--- config.mk ---
export PLATFORM = sky130hd
export DESIGN_NAME = pfx_combiner
export DESIGN_NICKNAME = d
export VERILOG_FILES = /design/src/rtl/pfx_comb_pkg.sv /design/src/rtl/pfx_comb_ctl.sv /design/src/rtl/pfx_comb_dp.sv /design/src/rtl/pfx_combiner.sv
export SDC_FILE = /design/constraint.sdc
export NUM_CORES = 1
export LEC_CHECK = 0
export BUFFER_PORTS_ARGS = -buffer_cell sky130_fd_sc_hd__buf_2
export CAP_MARGIN = 20
export CORE_AREA = 2 2 166 168
export DETAILED_ROUTE_END_ITERATION = 10
export DIE_AREA = 0 0 168 170
export PLACE_DENSITY = 0.83
export SYNTH_ARGS = -nofsm -noshare
export SYNTH_HDL_FRONTEND = slang
export SYNTH_SLANG_ARGS = --single-unit
--- constraint.sdc ---
create_clock -name clk -period 8.36 [get_ports clk]
set_clock_uncertainty 0.05 [all_clocks]
set_input_delay 0.836 -clock clk [delete_from_list [all_inputs] [get_ports clk]]
set_output_delay 0.836 -clock clk [all_outputs]
set_load 0.02 [all_outputs]
--- src/rtl/pfx_comb_pkg.sv ---
package pfx_comb_pkg;
  localparam int WORD_W   = 32;
  localparam int REG_W    = 5;
  localparam int EXT_W    = 3;
  localparam int WIDE_W   = REG_W + EXT_W;
  localparam int PEXT_W   = 3 * EXT_W;
  localparam logic [7:0] PFX_TAG = 8'hF7;
  localparam int TAG_LSB  = 24;
  localparam int PAIR_BIT = 23;
  localparam int FAR_LSB  = PEXT_W;
  localparam int RD_LSB   = 25;
  localparam int RS1_LSB  = 14;
  localparam int RS2_LSB  = 0;

  // classification of one stream entry (held entry or input lane)
  typedef struct packed {
    logic valid;
    logic isPfx;
    logic pair;
  } entryCls_t;

  // strobes from control to datapath for one stream entry
  typedef struct packed {
    logic emit;
    logic illegal;
    logic extNear;
    logic extFar;
    logic trail;
  } entryCtl_t;

  typedef struct packed {
    logic              valid;
    logic              illegal;
    logic [WORD_W-1:0] word;
    logic [WIDE_W-1:0] rd;
    logic [WIDE_W-1:0] rs1;
    logic [WIDE_W-1:0] rs2;
  } slot_t;

  function automatic logic [WIDE_W-1:0] widen(input logic [REG_W-1:0] f,
                                               input logic [EXT_W-1:0] e);
    return {e, f};
  endfunction
endpackage

--- src/rtl/pfx_comb_ctl.sv ---
module pfx_comb_ctl
  import pfx_comb_pkg::*;
#(
  parameter int LANES = 4
) (
  input  logic      clk,
  input  logic      rstN,
  input  entryCls_t cls [LANES+1],
  output entryCtl_t ctl [LANES+1]
);
  localparam int SEQ = LANES + 1;

  logic [SEQ-1:0] isBase;
  logic [SEQ-1:0] isPfx;
  logic [SEQ-1:0] legal;
  logic [SEQ-1:0] trailVec;

  for (genvar i = 0; i < SEQ; i++) begin : g_ent
    logic prevBase, prev2Base, nextValid, nextLegal, next2Legal;
    logic emitW, illW, nearW, farW;

    assign isBase[i] = cls[i].valid & ~cls[i].isPfx;
    assign isPfx[i]  = cls[i].valid &  cls[i].isPfx;

    if (i >= 1) begin : g_p1
      assign prevBase = isBase[i-1];
    end else begin : g_p1n
      assign prevBase = 1'b0;
    end
    if (i >= 2) begin : g_p2
      assign prev2Base = isBase[i-2];
    end else begin : g_p2n
      assign prev2Base = 1'b0;
    end
    if (i + 1 < SEQ) begin : g_n1
      assign nextValid = cls[i+1].valid;
      assign nextLegal = legal[i+1];
    end else begin : g_n1n
      assign nextValid = 1'b0;
      assign nextLegal = 1'b0;
    end
    if (i + 2 < SEQ) begin : g_n2
      assign next2Legal = legal[i+2] & cls[i+2].pair;
    end else begin : g_n2n
      assign next2Legal = 1'b0;
    end

    assign legal[i] = isPfx[i] & prevBase & (~cls[i].pair | prev2Base);

    // entry 0 is the held instruction: it is never held again
    if (i == 0) begin : g_t0
      assign trailVec[i] = 1'b0;
    end else begin : g_tn
      assign trailVec[i] = isBase[i] & ~nextValid;
    end

    assign illW  = isPfx[i] & ~legal[i];
    assign emitW = (isBase[i] & ~trailVec[i]) | illW;
    assign nearW = isBase[i] & nextLegal;
    assign farW  = isBase[i] & next2Legal;
    assign ctl[i] = {emitW, illW, nearW, farW, trailVec[i]};


    ext_sel_onehot_chk: assert property (@(posedge clk) disable iff (!rstN)
      $onehot0({ctl[i].extNear, ctl[i].extFar}));

    if (i >= 1) begin : g_chk

      legal_pfx_feeds_base_chk: assert property (@(posedge clk) disable iff (!rstN)
        (isPfx[i] && !ctl[i].illegal) |-> (ctl[i-1].extNear && !ctl[i].emit));
    end
  end


  single_trail_chk: assert property (@(posedge clk) disable iff (!rstN)
    $onehot0(trailVec));
endmodule

--- src/rtl/pfx_comb_dp.sv ---
module pfx_comb_dp
  import pfx_comb_pkg::*;
#(
  parameter int LANES = 4
) (
  input  logic                          clk,
  input  logic                          rstN,
  input  logic [LANES-1:0]              inValid,
  input  logic [LANES*WORD_W-1:0]       inWord,
  input  entryCtl_t                     ctl [LANES+1],
  output entryCls_t                     cls [LANES+1],
  output logic [LANES:0]                outValid,
  output logic [LANES:0]                outIllegal,
  output logic [(LANES+1)*WORD_W-1:0]   outWord,
  output logic [(LANES+1)*WIDE_W-1:0]   outRd,
  output logic [(LANES+1)*WIDE_W-1:0]   outRs1,
  output logic [(LANES+1)*WIDE_W-1:0]   outRs2
);
  localparam int SEQ   = LANES + 1;
  localparam int OUT   = SEQ;
  localparam int POS_W = $clog2(SEQ + 1);

  logic              holdValid;
  logic [WORD_W-1:0] holdWord;
  logic [SEQ-1:0]    seqValid;
  logic [WORD_W-1:0] seqWord [SEQ];
  logic [PEXT_W-1:0] ext [SEQ];
  slot_t             cand [SEQ];
  slot_t             nxt [OUT];
  slot_t             outQ [OUT];
  logic              holdNext;
  logic [WORD_W-1:0] holdWordNext;

  assign seqValid   = {inValid, holdValid};
  assign seqWord[0] = holdWord;
  for (genvar j = 0; j < LANES; j++) begin : g_lane
    assign seqWord[j+1] = inWord[j*WORD_W +: WORD_W];
  end

  for (genvar i = 0; i < SEQ; i++) begin : g_ent
    logic [PEXT_W-1:0] nearBits, farBits;
    if (i + 1 < SEQ) begin : g_n
      assign nearBits = seqWord[i+1][PEXT_W-1:0];
    end else begin : g_nn
      assign nearBits = '0;
    end
    if (i + 2 < SEQ) begin : g_f
      assign farBits = seqWord[i+2][FAR_LSB +: PEXT_W];
    end else begin : g_fn
      assign farBits = '0;
    end

    assign cls[i] = {seqValid[i],
                     seqWord[i][TAG_LSB +: 8] == PFX_TAG,
                     seqWord[i][PAIR_BIT]};
    assign ext[i] = ctl[i].extNear ? nearBits :
                    ctl[i].extFar  ? farBits  : '0;
    assign cand[i] = {1'b1, ctl[i].illegal, seqWord[i],
                      widen(seqWord[i][RD_LSB  +: REG_W], ext[i][0       +: EXT_W]),
                      widen(seqWord[i][RS1_LSB +: REG_W], ext[i][EXT_W   +: EXT_W]),
                      widen(seqWord[i][RS2_LSB +: REG_W], ext[i][2*EXT_W +: EXT_W])};
  end

  // compaction in stream order, plus capture of the trailing base
  always_comb begin
    logic [POS_W-1:0] pos;
    pos          = '0;
    holdNext     = 1'b0;
    holdWordNext = holdWord;
    for (int k = 0; k < OUT; k++) nxt[k] = '0;
    for (int i = 0; i < SEQ; i++) begin
      if (ctl[i].emit) begin
        nxt[pos] = cand[i];
        pos      = pos + 1'b1;
      end
      if (ctl[i].trail) begin
        holdNext     = 1'b1;
        holdWordNext = seqWord[i];
      end
    end
  end

  always_ff @(posedge clk or negedge rstN) begin
    if (!rstN) begin
      holdValid <= 1'b0;
      holdWord  <= '0;
      for (int k = 0; k < OUT; k++) outQ[k] <= '0;
    end else begin
      holdValid <= holdNext;
      holdWord  <= holdWordNext;
      for (int k = 0; k < OUT; k++) outQ[k] <= nxt[k];
    end
  end

  for (genvar k = 0; k < OUT; k++) begin : g_out
    assign outValid[k]                     = outQ[k].valid;
    assign outIllegal[k]                   = outQ[k].illegal;
    assign outWord[k*WORD_W +: WORD_W]     = outQ[k].word;
    assign outRd[k*WIDE_W +: WIDE_W]       = outQ[k].rd;
    assign outRs1[k*WIDE_W +: WIDE_W]      = outQ[k].rs1;
    assign outRs2[k*WIDE_W +: WIDE_W]      = outQ[k].rs2;
  end


  out_compact_chk: assert property (@(posedge clk) disable iff (!rstN)
    ((outValid + 1'b1) & outValid) == '0);

  illegal_has_valid_chk: assert property (@(posedge clk) disable iff (!rstN)
    (outIllegal & ~outValid) == '0);

  base_limit_chk: assert property (@(posedge clk) disable iff (!rstN)
    $countones(outValid & ~outIllegal) <= LANES);

  hold_drains_chk: assert property (@(posedge clk) disable iff (!rstN)
    holdValid |=> (outValid[0] && !outIllegal[0]));
endmodule

--- src/rtl/pfx_combiner.sv ---
module pfx_combiner
  import pfx_comb_pkg::*;
#(
  parameter int LANES = 4
) (
  input  logic                          clk,
  input  logic                          rstN,
  input  logic [LANES-1:0]              inValid,
  input  logic [LANES*WORD_W-1:0]       inWord,
  output logic [LANES:0]                outValid,
  output logic [LANES:0]                outIllegal,
  output logic [(LANES+1)*WORD_W-1:0]   outWord,
  output logic [(LANES+1)*WIDE_W-1:0]   outRd,
  output logic [(LANES+1)*WIDE_W-1:0]   outRs1,
  output logic [(LANES+1)*WIDE_W-1:0]   outRs2
);
  entryCls_t cls [LANES+1];
  entryCtl_t ctl [LANES+1];

  pfx_comb_ctl #(.LANES(LANES)) u_ctl (
    .clk  (clk),
    .rstN (rstN),
    .cls  (cls),
    .ctl  (ctl)
  );

  pfx_comb_dp #(.LANES(LANES)) u_dp (
    .clk        (clk),
    .rstN       (rstN),
    .inValid    (inValid),
    .inWord     (inWord),
    .ctl        (ctl),
    .cls        (cls),
    .outValid   (outValid),
    .outIllegal (outIllegal),
    .outWord    (outWord),
    .outRd      (outRd),
    .outRs1     (outRs1),
    .outRs2     (outRs2)
  );
endmodule

Yosys cells after proc, flatten, opt, wreduce, memory -nomap -nowiden. Index checks and enable logic that the tools add are counted.

Eq/ne operators: 5. Reduce and logical (&&, ||, !) cells: 5. $mul: 0. Bitwise gates (word level): 68. Shifts and indexed selects: 0. Div/mod/pow operators: 0. Order comparisons: 8. Multiplexer cells: 36. Add/subtract/negate cells: 3.

Operators by type and width (number): 290-bit bitwise mux (4); 290-bit 2-to-1 mux (4); 58-bit demux with 3-bit select (4); 58-bit 2-to-1 mux (5); 32-bit 2-to-1 mux (4); 9-bit 2-to-1 mux (7); 8-bit equality test (second input constant) (5); 1-bit AND (38); 1-bit inverter (19); 4-bit >= comparator (second input constant) (4); 4-bit by 1-bit less-than comparator with 1-bit output (second input constant) (4); 3-bit inverter with 4-bit output (4); 3-bit by 1-bit adder with 3-bit output (second input constant) (3); 3-bit 2-to-1 mux (3); 1-bit bitwise OR (7); 1-bit 2-to-1 mux (5); 1-bit logical AND (4); 4-bit nonzero test (1).

RAM bits: 0. Memories kept: 0. Bits of input ports: 134. Bits in latches: 0. Bits in read-only memories: 0. Output and inout bits: 290. Register bits: 323.

Depth between registers and ports, before layout. Gate-level depths: netlist of the first run.

Depth after elaboration: 20. Depth in mapped cells: 17. Gate-level depth less buffers: 14.

By module. Synthesis of the first run repeated with hierarchy kept, for this count alone.

Cell total of the unflattened synthesis: 1427. Area total of the unflattened synthesis: 14058.5 sq um.

By module, submodules not included: pfx_comb_dp (seq. area each 6206.0 sq um, cells each 1367, area each 13681.9 sq um, times used 1); pfx_comb_ctl (seq. area each 0.0 sq um, cells each 60, area each 376.6 sq um, times used 1).

Least setup slack after synthesis of the first run. Ideal clock, no wire load.

Kind: input to register. From: input port inWord[30]. To: register u_dp.outWord[76] (netlist name). Stages on the path: 16. Required time: 8.245 ns. Slack: 4.288 ns. Arrival time: 3.957 ns. Cells stage by stage: and4b_1 -> a221oi_2 -> a21oi_4 -> nor2_1 -> inv_1 -> fa_1 -> clkbuf_1 -> clkinv_1 -> nand2_1 -> a21o_1 -> clkbuf_1 -> and2_0 -> clkbuf_1 -> clkbuf_1 -> a22o_1 -> mux2_1.

RTL lines: start: declaration (line pfx_combiner.sv:9) `input logic [LANES*WORD_W-1:0] inWord,`.

==> results of run 1 <==
state kept, by name, indices dropped and copies added (netlist names):
signal / cells
u_dp.outWord: 160
u_dp.holdWord: 32
u_dp.outRd: 15
u_dp.outRs1: 15
u_dp.outRs2: 15
u_dp.outIllegal: 5
u_dp.outValid: 5
u_dp.holdValid: 1
routing by layer:
layer | wire length [um] | global-route usage (%)
met1 | 19500 | 44.4
met2 | 25800 | 60.3
met3 | 6180 | 9.16
met4 | 2410 | 18.4
met5 | 0 | 0
final cells by class:
type | instances | area (um^2) | share of cell area [%]
Antenna cell | 2 | 5.00 | 0.0299
Tap cell | 341 | 427 | 2.55
Clock buffer | 41 | 808 | 4.83
Sequential cell | 248 | 6210 | 37.1
Multi-Input combinational cell | 996 | 6670 | 39.9
Clock inverter | 8 | 151 | 0.904
Inverter | 12 | 45.0 | 0.269
Timing Repair Buffer | 455 | 2430 | 14.5
cell usage in the layout (no fill, tap or decap), types with 27 or more instances in the layout:
master	netlist	final
buf_2	23	422
dfrtp_1	248	247
nand2_1	149	149
nor2_1	135	133
o21ai_0	99	99
a21oi_1	86	83
a22o_1	55	55
nand3_1	49	47
mux2_2	43	43
a31oi_1	41	41
a211oi_1	39	35
mux2i_1	33	33
a221oi_1	31	31
mux2_1	31	31
buf_4	78	28
clkbuf_16	0	27
how the worst max path moves through the flow:
stage	startpoint	end	slack (ns)
2_1_floorplan	inWord[30]	u_dp.outWord[76]$_DFF_PN0_	4.29
3_3_place_gp	inWord[63]	u_dp.outWord[8]$_DFF_PN0_	3.08
3_5_place_dp	inWord[63]	u_dp.outWord[19]$_DFF_PN0_	2.97
4_1_cts	u_dp.holdValid$_DFF_PN0_	u_dp.outWord[19]$_DFF_PN0_	2.98
5_1_grt	u_dp.holdValid$_DFF_PN0_	u_dp.outWord[19]$_DFF_PN0_	2.66
6_report	u_dp.holdValid$_DFF_PN0_	u_dp.outWord[11]$_DFF_PN0_	2.86
worst register-to-register path, cell delays in order, from the launching register on:
cell and delay [ns]:
dfrtp_2 0.97, inv_1 0.29, a221oi_2 0.49, a21oi_4 0.16, nor2_1 0.20, inv_1 0.10
fa_1 0.69, ha_1 0.20, a21boi_0 0.35, xnor2_1 0.30, nand3_2 0.93, mux2_2 0.63
power groups by stage:
stage                     clock network [mW]  registers (mW)  logic, mW
after floorplan                            0            1.42      0.303
after global placement                     0            1.35      0.601
after detailed placement                   0            1.35      0.618
after CTS                               1.30            1.33      0.620
after global routing                    1.35            1.34      0.670
final                                   1.30            1.33      0.633
metrics by stage:
stage	total power, mW	cells	worst slack (ns)
6_report	3.26	2103	2.86
2_1_floorplan	1.72	1460	4.29
3_5_place_dp	1.97	2048	2.97
4_1_cts	3.25	2097	2.98
5_1_grt	3.36	2102	2.66
3_3_place_gp	1.96	2047	3.08
cell families after synthesis:
logic type | Yosys count | share of synthesized area [%]
compound gates | 458 | 22.8
xor+xnor | 2 | 0.126
fa+ha+maj | 5 | 0.504
buf+inv | 216 | 8.45
flops | 248 | 44.6
mux | 128 | 10.6
simple gates | 403 | 12.9
==> metrics, run 1 <==
outcome finished clean; fillers 2,191; Main synth FF type dfrtp_1; Flop pwr share 40.9%; drt first pass iters 6; drt first-iter violations 1,578; Critical path buffers and inverters 2; Hold Violations, Final 0; setup bufs post-CTS 0; Yosys warning count 0; post-DP HPWL 36,400 um; Top delay family on crit path simple AND/OR/NAND/NOR gates; Cell Area, Synth 13,900 um^2; Net Sw Frac 30.0%; I/O pins 424; CTS resizes 0; total congestion overflow 0; RD Place Congestion 0.955; Post-synth top cells 248 x dfrtp_1, 149 x nand2_1, 135 x nor2_1, 99 x o21ai_0, 87 x clkbuf_1; worst reg-to-reg path cell count 11; DR WL/cell 25.6 um; final instance area 16,700 um^2; largest net degree at the start of global routing 111; P_int 2.28 mW; TritonCTS clock tree done; Final Cycle Share 65.7%; crit path capture type flop; routed vias 13,639; Core Region 26,700 um^2; CP dominant cell by count inv_1; Seq/Total Area, Yosys 44.6%; die area 28,600 um^2; setup TNS 0 ns; Synth top area share 44.6%; Min-Delay Path Class in2async; post-synthesis cell type count 70; Synthesized Nets 1,599; CP Class reg2reg; Post-synth EDFFs 0; Cell Chain, Critical Path inv_1 > a221oi_2 > a21oi_4 > nor2_1 > inv_1 > fa_1 > ha_1 > a21boi_0 > xnor2_1 > nand3_2 > mux2_2; worst r2r src u_dp.holdValid$_DFF_PN0_; # rows 60; DRC 0; Clock Path Buffers 3; slowest stage cell, crit path dfrtp_2; Worst-Margin Slew 1.11 ns; slowest stage delay, CP 0.97 ns; Placed Area 15,700 um^2; initial core utilization 52.2%; crit start category flop; count leader, synth dfrtp_1; cts hold-fix bufs 0; Root Driver clkbuf_16; top cells by area, synth dfrtp_1 45%, buf_4 4.2%, nand2_1 4.0%; I/O Buffers 423; final antenna-violating net count 0; fin nets 1,879; initial antenna violation count 2; RR Endpoint u_dp.outWord[11]$_DFF_PN0_; Pins Over Slew Limit 0; RSZ-0062 raised after global routing no; CTS Sinks 248; register bit total from synthesis 248; clock network latency to the later pin of the worst-skew pair 0.55 ns; Final Util 62.8%; Synth-to-Final Area Change 20.5%; total of max-cap violations 0; global-route wire length before repair 79,100 um; Switch Pwr 0.979 mW; clock group share of total power 39.7%; PD cells 195 nW/um^2; Leak 8.49 nW; Critical Path RT 8.73 ns; setup violators final 0; Critical Path AT 5.86 ns; Syn Inst Count 1,460; final WL 53,900 um; Slew HR 25.7%; Via density 6.49; die width 168 um; Post-synth ARST share 100%; Worst Path Max Fanout 40; vias in the first global route 13,551; R2R Setup Slk 2.86 ns; Gate power share 19.4%; CTS HTree Levels 1; fin crit period 5.50 ns; Reg clk slew, reported paths 0.07 ns; fraction of layout cells with a size suffix above 1 34.1%; Die Y 170 um; Crit path depth 11; Synth area leader dfrtp_1; Max Freq 182 MHz; TritonCTS Buffers 27; syn avg cell area 9.52 um^2; worst hold margin 0.296 ns; global-route usage over all layers 36.4%; peak supply drop 124 uV
Power figures use the tool's default switching activity.
==> inputs of run 2 (changes only) <==
- ABC_AREA: not set -> 1
- CORE_AREA: 2 2 166 168 -> not set
- CORE_UTILIZATION: not set -> 53
- DIE_AREA: 0 0 168 170 -> not set
- clock period: 8.36 -> 5.5 ns (I/O delays scaled with it)
==> run 2 against run 1 <==
Effect of this change:
- sequential share of layout area shrank 1.5 points
- design area increased by 4.2%
- area after synthesis rose by 7.3%
- setup slack lost 1.8 ns
- utilization is 0.16 points higher
- first-iteration DRC count increased by 31%
- critical path type unchanged
- critical endpoint is now u_dp.outWord[17]$_DFF_PN0_
==> metrics, run 2 <==
final WL 56,900 um; fraction of the mapped netlist area in compound gates 14.0%; Synthesized Nets 2,216; mux contribution to synthesized area 0%; crit path capture type flop; CTS Sinks 248; Min-Delay Path Class in2async; Max Freq 224 MHz; Critical Path RT 5.87 ns; post-synthesis cell type count 40; fraction of layout cells with a size suffix above 1 24.7%; Post-synth EDFFs 0; Worst-Margin Slew 1.01 ns; RSZ-0062 raised after global routing no; fin nets 2,489; Slew HR 32.8%; Synth-to-Final Area Change 17.0%; Pins Over Slew Limit 0; Cell Area, Synth 14,900 um^2; DR WL/cell 20.7 um; Die Y 170 um; Syn Inst Count 2,077; Clock Path Buffers 3; setup TNS 0 ns; fin crit period 4.47 ns; die area 28,800 um^2; clock network latency to the later pin of the worst-skew pair 0.54 ns; largest net degree at the start of global routing 118; overall power 5.04 mW; # rows 61; TritonCTS clock tree done; peak supply drop 245 uV; total of max-cap violations 0; commonest cells after routing, fill and taps aside 729 x nand2_1, 422 x buf_2, 247 x dfrtp_1, 180 x nand3_1, 177 x inv_1; outcome finished clean; TritonCTS Buffers 26; register area 6210 um^2; drt first-iter violations 2,069; Leak 10.3 nW; Synth Area in Adders 0.470%; RD Place Congestion 0.950; Critical Path AT 4.84 ns; post-synthesis xor/xnor area fraction 0%; die width 170 um; routed vias 15,887; Synth Area in Simple Gates 30.9%; CTS resizes 0; area of the multi-input gates 6810 um^2; max reg flops 160; Worst Path Max Fanout 43; Main synth FF type dfrtp_1; final antenna-violating net count 0; Synth area leader dfrtp_1; Seq/Total Area, Yosys 41.6%; vias in the first global route 15,349; Synth top area share 41.6%; fillers 2,480; PD cells 289 nW/um^2; largest family of logic cells by synthesized area simple AND/OR/NAND/NOR gates; CTS HTree Levels 1; drt first pass iters 6; global-route usage over all layers 38.8%; crit start category flop; most common cell after layout, fill and taps aside nand2_1; initial core utilization 53.9%; initial antenna violation count 4; Final Cycle Share 81.3%; CP Class reg2reg; top cells by area, synth dfrtp_1 42%, nand2_1 18%, nand3_1 6.0%; setup bufs post-CTS 0; global-route wire length before repair 85,600 um; I/O pins 424; Post-synth ARST share 100%; post-DP HPWL 39,100 um; setup violators final 0; syn avg cell area 7.18 um^2; I/O Buffers 423; register bit total from synthesis 248; Via density 5.77; Root Driver clkbuf_16; Reg clk slew, reported paths 0.06 ns; Yosys warning count 0; DRC 0; count leader, synth nand2_1; Hold Violations, Final 0; cts hold-fix bufs 0; total congestion overflow 0; Post-synth top cells 731 x nand2_1, 248 x dfrtp_1, 180 x nand3_1, 177 x inv_1, 107 x nor2_1; Core Region 27,700 um^2
## run 2: cell types whose count changed after synthesis, moves of 43 or more
cell / change
a21oi_1: -57
nand3_1: +131
nand2_1: +582
a22o_1: -55
inv_1: +166
o211ai_1: +51
mux2_2: -43
o21ai_1: +64
## run 2: path summary, 6_finish.rpt
path / startpoint / endpoint / slack, ns / cells past startpoint
worst max-delay path: u_dp.holdWord[27]$_DFFE_PN0P_ / u_dp.outWord[17]$_DFF_PN0_ / 1.03 / 18
worst min-delay path: rstN / u_dp.outWord[10]$_DFF_PN0_ / 0.01 / 1
worst max register to register: u_dp.holdWord[27]$_DFFE_PN0P_ / u_dp.outWord[17]$_DFF_PN0_ / 1.03 / 18
worst min register to register: u_dp.holdWord[3]$_DFFE_PN0P_ / u_dp.holdWord[3]$_DFFE_PN0P_ / 0.50 / 2
max in group asynchronous: rstN / u_dp.holdValid$_DFF_PN0_ / 4.03 / 2
min in group clk: inWord[127] / u_dp.holdWord[31]$_DFFE_PN0P_ / 0.23 / 3
## run 2: layer usage
metal	routed length, um	GRT usage, %	vias to the layer above	share of wire, %
li1	-	-	7157	-
met1	20900	48.3	7369	37
met2	26900	64.1	1123	47
met3	6130	7.42	234	11
met4	2860	20.3	4	5.0
met5	52	0	-	0.091
## run 2: worst max-delay path: stages (launching register included)
cell,delay [ns]
dfrtp_1,0.38
inv_1,0.09
nand2_1,0.05
nor2_1,0.08
nand2_1,0.08
nand2_1,0.12
nand2_1,0.09
nand2_2,0.32
nand2_4,0.13
nand2_4,0.36
fa_1,0.61
inv_1,0.34
nand3_1,0.17
nand2_2,0.13
nand2_2,0.10
nor2_8,0.44
nand2_4,0.50
nand2_1,0.20
nand2_1,0.08
## run 2: per-stage QoR
step	hold slack [ns]	instance area, um^2	worst slack [ns]	instances	utilization (%)
after floorplan	0.204	14900	1.99	2077	-
after global placement	0.478	16500	0.914	2700	59.6
after detailed placement	0.490	16500	0.749	2700	59.6
after CTS	0.0794	17400	1.11	2747	63.0
after global routing	0.0904	17400	0.665	2747	63.0
final	0.0122	17500	1.03	2751	63.0
## run 2: final cells by class
cell class                 count  share of cell area [%]
inverter                     197                    4.27
timing repair buffer         445                    13.1
clock buffer                  38                    4.39
multi-input combinational   1432                    39.0
tap                          378                    2.71
clock inverter                 9                   0.860
antenna                        4                  0.0574
sequential                   248                    35.6
## run 2: kinds of logic after synthesis
group                      count (synthesis)
AOI/OAI and AO/OA                        343
buffers and inverters                    397
DFF                                      248
adders and majority gates                  5
and+or+nand+nor                         1084
## run 2: where the power goes
part           total, mW  switching [mW]  leakage (nW)  internal [mW]
clock               1.90           0.754         0.444           1.15
sequential          2.03          0.0683          3.27           1.96
combinational       1.11           0.788          6.55          0.320
